--- src/rtl/rstrec_ctrl.sv ---
module rstrec_ctrl #(
  parameter int TMO_W = 16,
  parameter int SMR_CYC = 4,
  parameter int EXT_MIN = 4,
  parameter int AW = 16,
  parameter int DW = 8,
  parameter logic [AW-1:0] VEC_ADDR = 16'h0002
) (
  input  logic             clk,
  input  logic             ext_pin_n,
  input  logic             por_evt,
  input  logic             bor_evt,
  input  logic             wdt_evt,
  input  logic             dbg_por_set,
  input  logic             stop_req,
  input  logic             stop_wake,
  input  logic [TMO_W-1:0] tmo_cycles,
  input  logic [DW-1:0]    vec_data,
  output logic             sys_rst,
  output logic             cpu_rst,
  output logic             pad_drv_oe,
  output logic             osc_force_int,
  output logic [5:0]       rst_stat,
  output logic             wdt_smr_flag,
  output logic             dbg_req,
  output logic             vec_rd,
  output logic [AW-1:0]    vec_addr,
  output logic [2*DW-1:0]  pc,
  output logic             pc_load
);
  localparam int SCW = (SMR_CYC > 1) ? $clog2(SMR_CYC) : 1;
  localparam int LCW = $clog2(EXT_MIN + 1);
  localparam logic [LCW-1:0] LO_TRIG = LCW'(EXT_MIN - 1);
  localparam logic [LCW-1:0] LO_SAT = LCW'(EXT_MIN);

  typedef enum logic [2:0] {
    S_LOAD, S_TMO, S_HOLD, S_VHI, S_VLO, S_RUN, S_STOP, S_SMR
  } st_t;

  st_t              state;
  logic [1:0]       pin_sync;
  logic [LCW-1:0]   lo_cnt;
  logic [TMO_W-1:0] tmo_cnt;
  logic [SCW-1:0]   smr_cnt;

  wire       pin_lo   = !pin_sync[1];
  wire       ext_trig = pin_lo && (lo_cnt == LO_TRIG);
  wire       accept   = !(state inside {S_LOAD, S_TMO, S_HOLD});
  wire [5:0] src      = {1'b0, dbg_req, ext_trig, wdt_evt, bor_evt, 1'b0};
  wire [5:0] win      = src & (~src + 6'd1);

  assign sys_rst       = state inside {S_LOAD, S_TMO, S_HOLD};
  assign pad_drv_oe    = state inside {S_LOAD, S_TMO};
  assign cpu_rst       = sys_rst || (state == S_SMR);
  assign osc_force_int = (state == S_SMR);
  assign vec_rd        = state inside {S_VHI, S_VLO};
  assign vec_addr      = (state == S_VLO) ? VEC_ADDR + AW'(1) : VEC_ADDR;

  always_ff @(posedge clk or posedge por_evt) begin
    if (por_evt) begin
      state        <= S_LOAD;
      pin_sync     <= 2'b11;
      lo_cnt       <= '0;
      tmo_cnt      <= '0;
      smr_cnt      <= '0;
      rst_stat     <= 6'b000001;
      wdt_smr_flag <= 1'b0;
      dbg_req      <= 1'b0;
      pc           <= '0;
      pc_load      <= 1'b0;
    end else begin
      pin_sync <= {pin_sync[0], ext_pin_n};
      lo_cnt   <= !pin_lo ? '0 : (lo_cnt == LO_SAT) ? lo_cnt : lo_cnt + LCW'(1);
      pc_load  <= (state == S_VLO);
      if (dbg_por_set) dbg_req <= 1'b1;
      if (accept && (|src)) begin
        state        <= S_LOAD;
        rst_stat     <= win;
        dbg_req      <= 1'b0;
        wdt_smr_flag <= 1'b0;
      end else begin
        case (state)
          S_LOAD: begin
            tmo_cnt <= tmo_cycles;
            state   <= S_TMO;
          end
          S_TMO: begin
            if (tmo_cnt != '0) tmo_cnt <= tmo_cnt - TMO_W'(1);
            else if (!pin_lo)  state <= S_VHI;
            else               state <= S_HOLD;
          end
          S_HOLD: if (!pin_lo) state <= S_VHI;
          S_VHI: begin
            pc[2*DW-1:DW] <= vec_data;
            state         <= S_VLO;
          end
          S_VLO: begin
            pc[DW-1:0] <= vec_data;
            state      <= S_RUN;
          end
          S_RUN: if (stop_req) state <= S_STOP;
          S_STOP: if (stop_wake) begin
            state        <= S_SMR;
            smr_cnt      <= SCW'(SMR_CYC - 1);
            rst_stat     <= 6'b100000;
            wdt_smr_flag <= 1'b1;
          end
          S_SMR: begin
            if (smr_cnt == '0) state <= S_VHI;
            else               smr_cnt <= smr_cnt - SCW'(1);
          end
          default: state <= S_LOAD;
        endcase
      end
    end
  end
endmodule

--- config.mk ---
export PLATFORM = sky130hd
export DESIGN_NAME = rstrec_ctrl
export DESIGN_NICKNAME = d
export VERILOG_FILES = /design/src/rtl/rstrec_ctrl.sv
export SDC_FILE = /design/constraint.sdc
export NUM_CORES = 1
export LEC_CHECK = 0
export BUFFER_PORTS_ARGS = -buffer_cell sky130_fd_sc_hd__buf_2
export CAP_MARGIN = 20
export CORE_MARGIN = 2
export CORE_UTILIZATION = 55
export DETAILED_ROUTE_END_ITERATION = 10
export PLACE_DENSITY = 0.83
export SLEW_MARGIN = 20
export SYNTH_ARGS = -nofsm -noshare
export SYNTH_HDL_FRONTEND = slang
export SYNTH_SLANG_ARGS = --single-unit
--- constraint.sdc ---
create_clock -name clk -period 4.3 [get_ports clk]
set_input_delay 0.645 -clock clk [delete_from_list [all_inputs] [get_ports clk]]
set_output_delay 0.645 -clock clk [all_outputs]
set_load 0.01 [all_outputs]
==> out/results.tsv <==
stage	metric	value	unit
logic_synthesis	synth_top_area_cell	dfrtp_1	
critical_path	worstPathArrival	2.00	ns
sta	layout_min_cycle_time	2.65	ns
final_layout	fill_cells	434	
grt	grt_pass1_wl	9.32	mm
die	initial_core_util	56.2	%
sta	slew_viol_final	0	
die	die_area	0.00571	sq mm
route	drt_iter0_markers	219	
clock_network	clk_path_buf_depth	2	
min_path	min_path_type	flop to flop	
place	dp_hpwl	4.36	mm
logic_synthesis	synth_ff_type	dfrtp_1	
die	die-height	75.5	microns
critical_path	crit_fanout	16	
clock_network	cts_sinks	50	
critical_path	crit_required	3.65	ns
sta	tightest_slew	0.896	ns
final_layout	area_growth	12.4	%
place	portBuffers	62	
logic_synthesis	avgSynthCellArea	9.98	sq um
status	status	complete, no violations	
logic_synthesis	synth_area	0.00282	sq mm
final_layout	final_cell_mix	62 x buf_2, 47 x dfrtp_1, 20 x nor2_1	
pwr	power_leakage	1.49	nW
die	coreArea	0.00501	sq mm
sta	fin_setup_tns	0	ns
logic_synthesis	ys_ff_latch	50	
sta	setup_violations	0	
route	drc	0	
clock_network	worstSkewPairLatency	0.31	ns
logic_synthesis	ys_types	64	
route	drtPass1Iterations	5	
min_path	hold_depth	0	
grt	antenna_found_initial	0	
logic_synthesis	synthCells	282	
logic_synthesis	synthTopCellsByArea	dfrtp_1 42%, mux2_2 6.8%, buf_4 4.3%	
final_layout	final_cells	403	
die	rows	26	
sta	fin_hold_ws	0.369	ns
sta	rsz0062_at_grt	no	
final_layout	nets	370	
logic_synthesis	synth-edff-count	0	
clock_network	htreeDepth	2	
route	wire_per_inst	15.0	microns
sta	timing_hold_violations_final	0	
pwr	vdd_ir_drop_max	0.183	mV
final_layout	diodes	0	
grt	grt_pass1_vias	2041	
clock_network	cts_root_buf	clkbuf_8	
flow_run	cap_violations	0	
clock_network	cts_buffers	5	
critical_path	cp-end-kind	primary output	
sta	period_share	61.6	%
die	ios	78	
critical_path	start_kind	flop	
route	antenna_left	0	
final_layout	final_common_cell	buf_2	
place	gp_congestion	0.822	
route	wl	6.05	mm
sta	slew_headroom	40.1	%
clock_network	cts_resized	0	
place	place_inst	395	
grt	grt_usage	21.2	%
clock_network	path_clk_slew	0.09	ns
clock_network	cts_tree	done	
route	num_vias	2307	
critical_path	reg2reg_depth	4	
route	via_per_inst	5.72	
critical_path	critical_path_class	flop to primary output	
logic_synthesis	async_flop_share	100	%
logic_synthesis	synth_top_area_share	41.8	%
grt	grt_max_degree	51	
sta	max_freq	0.377	GHz
final_layout	drive_gt1_share	30.6	%
clock_network	hold_buffers	0	
sta	clock_skew	0.00760	ns
grt	grt_overflow_total	0	
logic_synthesis	yosysWarnings	0	
clock_network	cts_setup_buffers	0	
logic_synthesis	seq_area_frac_synth	44.6	%
pwr	p_per_area	422	mW/mm^2
die	die_w	75.5	microns
==> registers in the layout, summed over array words and instances, names as in the netlist <==
name and count:
pc 16, tmo_cnt 16, rst_stat 6, lo_cnt 3, state 3, pin_sync 2, smr_cnt 2, dbg_req 1
pc_load 1
==> critical path, stage by stage, from the launching register on <==
cell	delay (ns)
dfrtp_1	0.56
or2_2	0.48
inv_1	0.44
buf_2	0.23
==> path summary, 6_finish.rpt <==
kind                                  start     endpoint  slack [ns]
worst max-delay path               state[2]   pad_drv_oe        1.65
worst min-delay path            pin_sync[0]  pin_sync[1]        0.37
worst max register to register   tmo_cnt[4]   tmo_cnt[1]        1.67
worst min register to register  pin_sync[0]  pin_sync[1]        0.37
max in group asynchronous           por_evt  tmo_cnt[11]        3.30
min in group asynchronous           por_evt   tmo_cnt[0]        0.47
==> cell usage after synthesis (all sizes together) (3+ instances only) <==
library cell,n
o22a,3
a32oi,3
o221a,3
a22oi,3
o2bb2ai,6
nor2,20
o211ai,4
nand3,8
nand2,13
o21ai,17
a21oi,10
dfrtp,47
or4,4
or3,3
buf,19
nor4,5
ha,6
and3,3
inv,16
nand4,4
mux2,17
dfstp,3
clkbuf,13
nor3,8
==> cell families (layout without fill, tap and decap cells) <==
logic type | Yosys count | in the layout | synth area share (%)
flops | 50 | 50 | 44.6
simple gates | 86 | 86 | 17.4
mux | 17 | 17 | 6.80
xor+xnor | 2 | 2 | 0.622
fa+ha+maj | 6 | 6 | 2.67
compound gates | 71 | 71 | 18.6
other cells | 2 | 15 | 0.267
buf+inv | 48 | 86 | 9.11
==> area by class of cell <==
| cell class | instances | area [sq um] | area share (%) |
|---|---|---|---|
| inverters | 16 | 61.3 | 1.94 |
| repair buffers | 62 | 310 | 9.80 |
| clock buffers | 6 | 82.6 | 2.61 |
| clock inverters | 2 | 16.3 | 0.514 |
| well taps | 70 | 87.6 | 2.77 |
| multi-input cells | 197 | 1350 | 42.7 |
| flip-flops and latches | 50 | 1250 | 39.6 |
==> per-stage QoR <==
step | utilization, % | total power, mW | worst slack (ns) | instance area (sq um)
2_1_floorplan | - | 0.955 | 2.00 | 2860
3_3_place_gp | 61.2 | 1.03 | 1.76 | 3070
3_5_place_dp | 61.2 | 1.05 | 1.71 | 3070
4_1_cts | 63.2 | 1.34 | 1.68 | 3160
5_1_grt | 63.2 | 1.42 | 1.55 | 3170
6_report | 63.2 | 1.34 | 1.65 | 3170
==> where the power goes <==
| part | internal (mW) | total, mW | leakage (nW) | switching (mW) |
|---|---|---|---|---|
| clock network | 0.133 | 0.294 | 0.0478 | 0.162 |
| logic | 0.166 | 0.359 | 0.812 | 0.192 |
| registers | 0.570 | 0.684 | 0.627 | 0.114 |
==> metal layers <==
metal,global-route usage [%],wire [microns],vias up
met1,27.7,2580,1112
met2,36.4,3120,80
met5,0,0,-
li1,-,-,1110
met3,4.23,316,5
met4,5.26,31,0
Power figures use the tool's default switching activity.
